--- config.mk ---
export PLATFORM = sky130hd
export DESIGN_NAME = aclink_cmd_port
export DESIGN_NICKNAME = d
export VERILOG_FILES = /design/src/rtl/aclink_pkg.sv /design/src/rtl/aclink_deser.sv /design/src/rtl/aclink_regfile.sv /design/src/rtl/aclink_cmd_port.sv
export SDC_FILE = /design/constraint.sdc
export NUM_CORES = 1
export LEC_CHECK = 0
export BUFFER_PORTS_ARGS = -buffer_cell sky130_fd_sc_hd__buf_2
export CAP_MARGIN = 20
export CORE_AREA = 3 3 399 401
export CTS_CLUSTER_DIAMETER = 40
export CTS_CLUSTER_SIZE = 40
export DETAILED_ROUTE_END_ITERATION = 6
export DIE_AREA = 0 0 402 404
export GPL_TIMING_DRIVEN = 0
export PLACE_DENSITY = 0.55
export SETUP_SLACK_MARGIN = 0.15
export SYNTH_ARGS = -nofsm -noshare
export SYNTH_HDL_FRONTEND = slang
export SYNTH_SLANG_ARGS = --single-unit
--- constraint.sdc ---
create_clock -name clk -period 4.1 [get_ports clk]
set_input_delay 0.82 -clock clk [delete_from_list [all_inputs] [get_ports clk]]
set_output_delay 0.82 -clock clk [all_outputs]
set_load 0.02 [all_outputs]
--- src/rtl/aclink_pkg.sv ---
package aclink_pkg;
  localparam int IDX_W  = 7;
  localparam int WORD_W = 16;

  typedef struct packed {
    logic              s1_ok;
    logic              s2_ok;
    logic              is_rd;
    logic [IDX_W-1:0]  idx;
    logic [WORD_W-1:0] wdata;
  } cmd_t;
endpackage

--- src/rtl/aclink_deser.sv ---
module aclink_deser
  import aclink_pkg::*;
#(
  parameter int TAG_W     = 16,
  parameter int SLOT_W    = 20,
  parameter int NUM_SLOTS = 12
) (
  input  logic clk,
  input  logic rst,
  input  logic sync,
  input  logic sdo,
  output logic frame_start,
  output logic cmd_stb,
  output cmd_t cmd
);
  localparam int FRAME_LEN = TAG_W + NUM_SLOTS * SLOT_W;
  localparam int CNT_W     = $clog2(FRAME_LEN);
  localparam int CAP_W     = TAG_W + 2 * SLOT_W;
  localparam logic [CNT_W-1:0] CAP_POS  = CNT_W'(CAP_W - 1);
  localparam logic [CNT_W-1:0] LAST_POS = CNT_W'(FRAME_LEN - 1);

  logic             sync_q, locked;
  logic [CNT_W-1:0] cnt_q, pos;
  logic [CAP_W-2:0] shreg;
  logic [CAP_W-1:0] word;
  logic             sync_rise, active;
  logic [TAG_W-1:0] tag;
  logic [SLOT_W-1:0] slot1, slot2;

  always_comb begin
    sync_rise = sync & ~sync_q;
    active    = locked | sync_rise;
    pos       = sync_rise ? '0 : cnt_q;
    word      = {shreg, sdo};
    tag       = word[CAP_W-1 -: TAG_W];
    slot1     = word[2*SLOT_W-1 -: SLOT_W];
    slot2     = word[SLOT_W-1:0];
  end

  always_ff @(posedge clk) begin
    if (rst) begin
      sync_q      <= 1'b0;
      locked      <= 1'b0;
      cnt_q       <= '0;
      shreg       <= '0;
      frame_start <= 1'b0;
      cmd_stb     <= 1'b0;
      cmd         <= '0;
    end else begin
      sync_q      <= sync;
      cmd_stb     <= 1'b0;
      frame_start <= active && (pos == '0);
      if (active) begin
        locked <= 1'b1;
        cnt_q  <= (pos == LAST_POS) ? '0 : CNT_W'(pos + 1'b1);
        shreg  <= word[CAP_W-2:0];
        if (pos == CAP_POS) begin
          cmd_stb   <= 1'b1;
          cmd.s1_ok <= tag[TAG_W-2];
          cmd.s2_ok <= tag[TAG_W-3];
          cmd.is_rd <= slot1[SLOT_W-1];
          cmd.idx   <= slot1[SLOT_W-2 -: IDX_W];
          cmd.wdata <= slot2[SLOT_W-1 -: WORD_W];
        end
      end
    end
  end


  single_stb_chk: assert property (@(posedge clk) disable iff (rst)
    cmd_stb |=> !cmd_stb);


  frame_gap_chk: assert property (@(posedge clk) disable iff (rst)
    frame_start |=> !frame_start);
endmodule

--- src/rtl/aclink_regfile.sv ---
module aclink_regfile #(
  parameter int              DEPTH = 64,
  parameter int              DW    = 16,
  parameter logic [DW-1:0]   DFLT  = 16'h0A5A,
  localparam int             AW    = $clog2(DEPTH)
) (
  input  logic          clk,
  input  logic          rst,
  input  logic          we,
  input  logic [AW-1:0] waddr,
  input  logic [DW-1:0] wdata,
  input  logic          re,
  input  logic [AW-1:0] raddr,
  output logic [DW-1:0] rdata
);
  logic [DW-1:0]    mem [DEPTH];
  logic [DEPTH-1:0] wr_flag;
  logic [DW-1:0]    rd_q;
  logic             rflag_q;

  always_ff @(posedge clk) begin
    if (we) mem[waddr] <= wdata;
    if (re) rd_q <= mem[raddr];
  end

  for (genvar i = 0; i < DEPTH; i++) begin : g_flag
    always_ff @(posedge clk) begin
      if (rst) wr_flag[i] <= 1'b0;
      else if (we && waddr == AW'(i)) wr_flag[i] <= 1'b1;
    end
  end

  always_ff @(posedge clk) begin
    if (rst)     rflag_q <= 1'b0;
    else if (re) rflag_q <= wr_flag[raddr];
  end

  assign rdata = rflag_q ? rd_q : DFLT;


  flags_clear_chk: assert property (@(posedge clk)
    $past(rst) |-> (wr_flag == '0));
endmodule

--- src/rtl/aclink_cmd_port.sv ---
module aclink_cmd_port
  import aclink_pkg::*;
#(
  parameter int                 TAG_W     = 16,
  parameter int                 SLOT_W    = 20,
  parameter int                 NUM_SLOTS = 12,
  parameter logic [WORD_W-1:0]  DFLT      = 16'h0A5A
) (
  input  logic              clk,
  input  logic              rst,
  input  logic              sync,
  input  logic              sdo,
  output logic              rsp_valid,
  output logic [IDX_W-1:0]  rsp_index,
  output logic [WORD_W-1:0] rsp_data
);
  localparam int NREG = 2 ** (IDX_W - 1);
  localparam int AW   = IDX_W - 1;

  logic            frame_start, cmd_stb;
  cmd_t            cmd;
  logic            wr_en, rd_en, rd_q, odd_q, pend_q;
  logic [AW-1:0]   addr;
  logic [WORD_W-1:0] rdata, pend_data;
  logic [IDX_W-1:0]  pend_idx;

  aclink_deser #(.TAG_W(TAG_W), .SLOT_W(SLOT_W), .NUM_SLOTS(NUM_SLOTS)) u_deser (
    .clk(clk), .rst(rst), .sync(sync), .sdo(sdo),
    .frame_start(frame_start), .cmd_stb(cmd_stb), .cmd(cmd)
  );

  always_comb begin
    addr  = cmd.idx[IDX_W-1:1];
    wr_en = cmd_stb && cmd.s1_ok && cmd.s2_ok && !cmd.is_rd && !cmd.idx[0];
    rd_en = cmd_stb && cmd.s1_ok && cmd.is_rd;
  end

  aclink_regfile #(.DEPTH(NREG), .DW(WORD_W), .DFLT(DFLT)) u_regs (
    .clk(clk), .rst(rst),
    .we(wr_en), .waddr(addr), .wdata(cmd.wdata),
    .re(rd_en), .raddr(addr), .rdata(rdata)
  );

  always_ff @(posedge clk) begin
    if (rst) begin
      rd_q      <= 1'b0;
      odd_q     <= 1'b0;
      pend_q    <= 1'b0;
      pend_idx  <= '0;
      pend_data <= '0;
      rsp_valid <= 1'b0;
      rsp_index <= '0;
      rsp_data  <= '0;
    end else begin
      rd_q <= rd_en;
      if (rd_en) begin
        pend_idx <= cmd.idx;
        odd_q    <= cmd.idx[0];
      end
      if (frame_start) begin
        rsp_valid <= pend_q;
        rsp_index <= pend_q ? pend_idx : '0;
        rsp_data  <= pend_q ? pend_data : '0;
        pend_q    <= 1'b0;
      end
      if (rd_q) begin
        pend_q    <= 1'b1;
        pend_data <= odd_q ? '0 : rdata;
      end
    end
  end


  rsp_hold_chk: assert property (@(posedge clk) disable iff (rst)
    !frame_start |=> $stable(rsp_valid));


  odd_zero_chk: assert property (@(posedge clk) disable iff (rst)
    (rsp_valid && rsp_index[0]) |-> (rsp_data == '0));


  odd_write_chk: assert property (@(posedge clk) disable iff (rst)
    (cmd_stb && cmd.idx[0]) |-> !wr_en);


  reset_rsp_chk: assert property (@(posedge clk)
    $past(rst) |-> !rsp_valid);
endmodule

==> report_table.html <==
<table>
<tr><th>Metric</th><th>Value</th></tr>
<tr><th colspan="2">Final layout</th></tr>
<tr><td>Most common library cell in the layout ignoring fill and taps</td><td>edfxtp_1</td></tr>
<tr><td>Relative area change from synthesis to final layout</td><td>20.4%</td></tr>
<tr><td>Share of final-layout standard cells stronger than drive strength 1</td><td>0.266</td></tr>
<tr><td>Net count reported at finish</td><td>between 2,000 and 3,000</td></tr>
<tr><td>Register area</td><td>35,400 sq um</td></tr>
<tr><td>Area of the multi-input gates</td><td>between 10,000 and 15,000 sq um</td></tr>
<tr><td>Commonest cells after routing, fill and taps aside</td><td>edfxtp_1 (1,040), mux4_2 (272), nand2_1 (195)</td></tr>
<tr><td>Number of fillers in the final layout</td><td>about 14,000</td></tr>
<tr><th colspan="2">Synth</th></tr>
<tr><td>Count of flip-flops with a built-in enable after synthesis</td><td>1,040</td></tr>
<tr><td>Distinct cells, synth</td><td>45</td></tr>
<tr><td>Count of warnings emitted by yosys</td><td>0</td></tr>
<tr><td>Average size of a mapped cell</td><td>18.5 sq um</td></tr>
<tr><td>Total standard cell area after synthesis</td><td>~47,000 sq um</td></tr>
<tr><td>Post-Syn Nets</td><td>~2,500</td></tr>
<tr><td>Share of flip-flops with an asynchronous set or reset after synthesis</td><td>0</td></tr>
<tr><td>Post-Synthesis Cells</td><td>2,527</td></tr>
<tr><td>Ys flop type</td><td>edfxtp_1</td></tr>
<tr><td>Share of synthesized area occupied by flip-flops and latches</td><td>0.757</td></tr>
<tr><td>Flop and latch count out of synthesis</td><td>1,246</td></tr>
<tr><th colspan="2">Critical path</th></tr>
<tr><td>Cell family contributing the most delay on the critical path</td><td>buffers and inverters</td></tr>
<tr><td>Library cell contributing the largest single delay on the critical path</td><td>or4_1</td></tr>
<tr><td>CP max FO</td><td>10</td></tr>
<tr><td>Total buffers and inverters traversed by the critical path</td><td>3</td></tr>
<tr><td>CP dominant cell by count</td><td>buf_2</td></tr>
<tr><td>Critical path class</td><td>register to register</td></tr>
<tr><td>Required time reported for the critical path endpoint</td><td>approximately 4.5 ns</td></tr>
<tr><td>Worst endpoint data arrival time</td><td>roughly 4.3 ns</td></tr>
<tr><td>Cells along the critical path</td><td>buf_2 &gt; buf_2 &gt; clkbuf_1 &gt; mux4_2 &gt; a22oi_1 &gt; a21oi_1 &gt; or4_1</td></tr>
<tr><td>CP startpoint kind</td><td>register</td></tr>
<tr><td>Stage delay of the slowest cell on the critical path</td><td>0.60 ns</td></tr>
<tr><td>Critical path endpoint category</td><td>register</td></tr>
<tr><th colspan="2">GRT</th></tr>
<tr><td>Total routing resource utilization after global routing</td><td>0.145</td></tr>
<tr><td>Initial antenna violation count</td><td>5</td></tr>
<tr><td>Via count of the first global-routing pass</td><td>24,800</td></tr>
<tr><td>Largest net degree at the start of global routing</td><td>66</td></tr>
<tr><td>Wire length of the first global-routing pass</td><td>173,000 um</td></tr>
<tr><td>Remaining global-route overflow</td><td>0</td></tr>
<tr><th colspan="2">Pwr</th></tr>
<tr><td>Static Leak</td><td>15.3 nW</td></tr>
<tr><td>Comb power frac</td><td>0.004</td></tr>
<tr><td>VDD IR-drop max</td><td>~0.26 mV</td></tr>
<tr><td>Power density over cell area</td><td>486 nW/um^2</td></tr>
<tr><td>Switching Power</td><td>5.76 mW</td></tr>
<tr><td>Sw Share</td><td>0.211</td></tr>
<tr><td>Int Power</td><td>21.6 mW</td></tr>
<tr><td>Clock network fraction of total power</td><td>0.501</td></tr>
<tr><td>Power share of the sequential group</td><td>0.495</td></tr>
<tr><td>Total power</td><td>between 20 and 30 mW</td></tr>
<tr><th colspan="2">STA</th></tr>
<tr><td>Setup TNS</td><td>0 ns</td></tr>
<tr><td>Minimum period implied by the final worst setup slack</td><td>3.86 ns</td></tr>
<tr><td>Number of failing hold endpoints at the final stage</td><td>0</td></tr>
<tr><td>Transition time at the pin with the least slew margin</td><td>0.978 ns</td></tr>
<tr><td>Maximum clock rate</td><td>~260 MHz</td></tr>
<tr><td>Unrepaired setup endpoints after global routing</td><td>no</td></tr>
<tr><td>Pins over their slew limit</td><td>0</td></tr>
<tr><td>Share of the cycle needed by the critical path after routing</td><td>0.942</td></tr>
<tr><td>Worst slew slack as a fraction of its limit</td><td>0.344</td></tr>
<tr><td>Setup Viol. Count Final</td><td>0</td></tr>
<tr><td>Final clock skew</td><td>0.0436 ns</td></tr>
<tr><th colspan="2">Clocking</th></tr>
<tr><td>Clock latency at the later pin of the worst-skew pair</td><td>about 0.75 ns</td></tr>
<tr><td>Clk root buf</td><td>clkbuf_16</td></tr>
<tr><td>Number of setup buffers added after CTS</td><td>0</td></tr>
<tr><td>Buffer levels on the longest clock path</td><td>3</td></tr>
<tr><td>Number of clock buffers inserted by TritonCTS</td><td>roughly 150</td></tr>
<tr><td>Number of hold-repair buffers added at the cts stage</td><td>0</td></tr>
<tr><td>Clock tree sinks</td><td>~1,200</td></tr>
<tr><td>H-tree depth</td><td>4</td></tr>
<tr><td>CTS tree</td><td>done</td></tr>
<tr><td>Clock-pin slew on the worst setup and hold paths</td><td>roughly 0.07 ns</td></tr>
<tr><th colspan="2">Drt</th></tr>
<tr><td>1st-pass router iterations</td><td>7</td></tr>
<tr><td>Number of violations reported at the end of detailed-routing iteration 0</td><td>roughly 2,800</td></tr>
<tr><td>Routed vias</td><td>24,800</td></tr>
<tr><td>DRC errors left</td><td>0</td></tr>
<tr><td>Post-detailed-route count of antenna-violating nets</td><td>0</td></tr>
<tr><td>Routed via count divided by cell count</td><td>4.99</td></tr>
<tr><td>Detailed-route wire length</td><td>around 120,000 um</td></tr>
<tr><td>Routed wirelength normalized by instance count</td><td>about 24 um</td></tr>
<tr><th colspan="2">Floorplan</th></tr>
<tr><td>Placement Rows</td><td>roughly 150</td></tr>
<tr><td>Chip height</td><td>~400 um</td></tr>
<tr><td>Total core area</td><td>approximately 160,000 sq um</td></tr>
<tr><td>Horizontal die dimension</td><td>402 um</td></tr>
<tr><td>Top-level I/O count</td><td>28</td></tr>
<tr><td>Initial Utilization</td><td>0.299</td></tr>
<tr><td>Die Footprint</td><td>~160,000 sq um</td></tr>
<tr><th colspan="2">Placement</th></tr>
<tr><td>Weighted congestion reported at the end of routability-driven placement</td><td>0.897</td></tr>
<tr><td>Count of buffers from port buffering</td><td>27</td></tr>
<tr><td>Detail Placement HPWL</td><td>79,600 um</td></tr>
<tr><th colspan="2">Min path</th></tr>
<tr><td>Type of the tightest min-delay check</td><td>input port to register</td></tr>
<tr><th colspan="2">Run</th></tr>
<tr><td>Count of maximum capacitance violations</td><td>0</td></tr>
<tr><th colspan="2">Run status</th></tr>
<tr><td>Run status</td><td>finished clean</td></tr>
</table>
==> cell type report <==
| type | count | share of cell area |
|---|---|---|
| diodes | 1 | 0.0000445 |
| plain buffers | 157 | 0.0130 |
| clock buffers | 163 | 0.0695 |
| clock inverters | 112 | 0.0243 |
| inverters | 12 | 0.000801 |
| multi-input cells | 1112 | 0.192 |
| flip-flops and latches | 1246 | 0.629 |
| well taps | 2058 | 0.0458 |
| repair buffers | 112 | 0.0260 |
==> cell usage after synthesis (all sizes together), types with 12 or more instances <==
cell,n,area (sq um)
a21oi,173,866
dfxtp,206,4120
or4,16,120
nand2,195,732
buf,49,318
nand3,12,60.1
a22oi,151,1130
clkbuf,108,405
nor3,14,70.1
nor2,180,676
nor2b,15,93.8
mux4,272,6130
o21ba,27,270
edfxtp,1040,31200
==> state kept, by name, summed over array words and instances, names as in the netlist <==
signal,count
rsp_index,7
u_deser.sync_q,1
u_deser.shreg,54
u_deser.cmd,26
pend_idx,7
rsp_valid,1
u_regs.rflag_q,1
u_deser.cnt_q,8
u_regs.rd_q,16
u_deser.locked,1
u_deser.cmd_stb,1
u_regs.mem,1024
rsp_data,16
pend_q,1
rd_q,1
pend_data,16
u_regs.wr_flag,64
u_deser.frame_start,1
==> power groups by stage <==
stage	registers (mW)	logic (mW)	clock network, mW
detailed placement	13.8	0.113	0
global placement	13.8	0.112	0
CTS	13.5	0.114	14.0
floorplan	13.8	0.0735	0
finish	13.5	0.113	13.7
global route	13.5	0.125	14.5
==> layer usage <==
layer	share of wire	vias up	track usage
met5	0.00011	-	0
met4	0.028	2	0.0460
met3	0.067	182	0.0324
met2	0.47	842	0.231
met1	0.43	13100	0.197
li1	-	10700	-
==> logic make-up after synthesis <==
| group | Yosys count | synth area share |
|---|---|---|
| DFF | 1246 | 0.757 |
| buffers and inverters | 169 | 0.0165 |
| AOI/OAI and AO/OA | 365 | 0.0507 |
| xor gates and xnor gates | 6 | 0.00113 |
| muxes | 282 | 0.133 |
| and+or+nand+nor | 459 | 0.0414 |
==> repair_timing <==
item,in CTS,in global routing
pin swaps,0,0
resized for setup,6,4
setup endpoints to repair,24,16
==> path summary, 6_finish.rpt <==
path / cells past startpoint / startpoint / slack [ns] / end
setup reg to reg: 7 / u_deser.cmd[18] / 0.24 / u_regs.rd_q[9]
hold reg to reg: 2 / u_deser.shreg[30] / 0.43 / u_deser.shreg[31]
hold / removal: 2 / sync / 0.31 / u_deser.sync_q
setup / recovery: 7 / u_deser.cmd[18] / 0.24 / u_regs.rd_q[9]
==> worst reg2reg max path, cell delays in order (launching register included) <==
cell and delay (ns):
dfxtp_1 0.39, buf_2 0.40, buf_2 0.54, clkbuf_1 0.59
mux4_2 0.44, a22oi_1 0.36, a21oi_1 0.26, or4_1 0.60
==> metrics by stage <==
stage | instance area [sq um] | hold WS [ns] | utilization | std cells | worst slack, ns
detailed placement | 51000 | 0.444 | 0.327 | 4697 | 0.0247
global placement | 49400 | 0.441 | 0.317 | 4612 | -1.33
CTS | 56200 | 0.258 | 0.360 | 4972 | 0.173
finish | 56200 | 0.313 | 0.360 | 4973 | 0.236
floorplan | 46700 | 0.432 | - | 2527 | 1.09
global route | 56200 | 0.275 | 0.360 | 4972 | 0.180
Power figures use the tool's default switching activity.
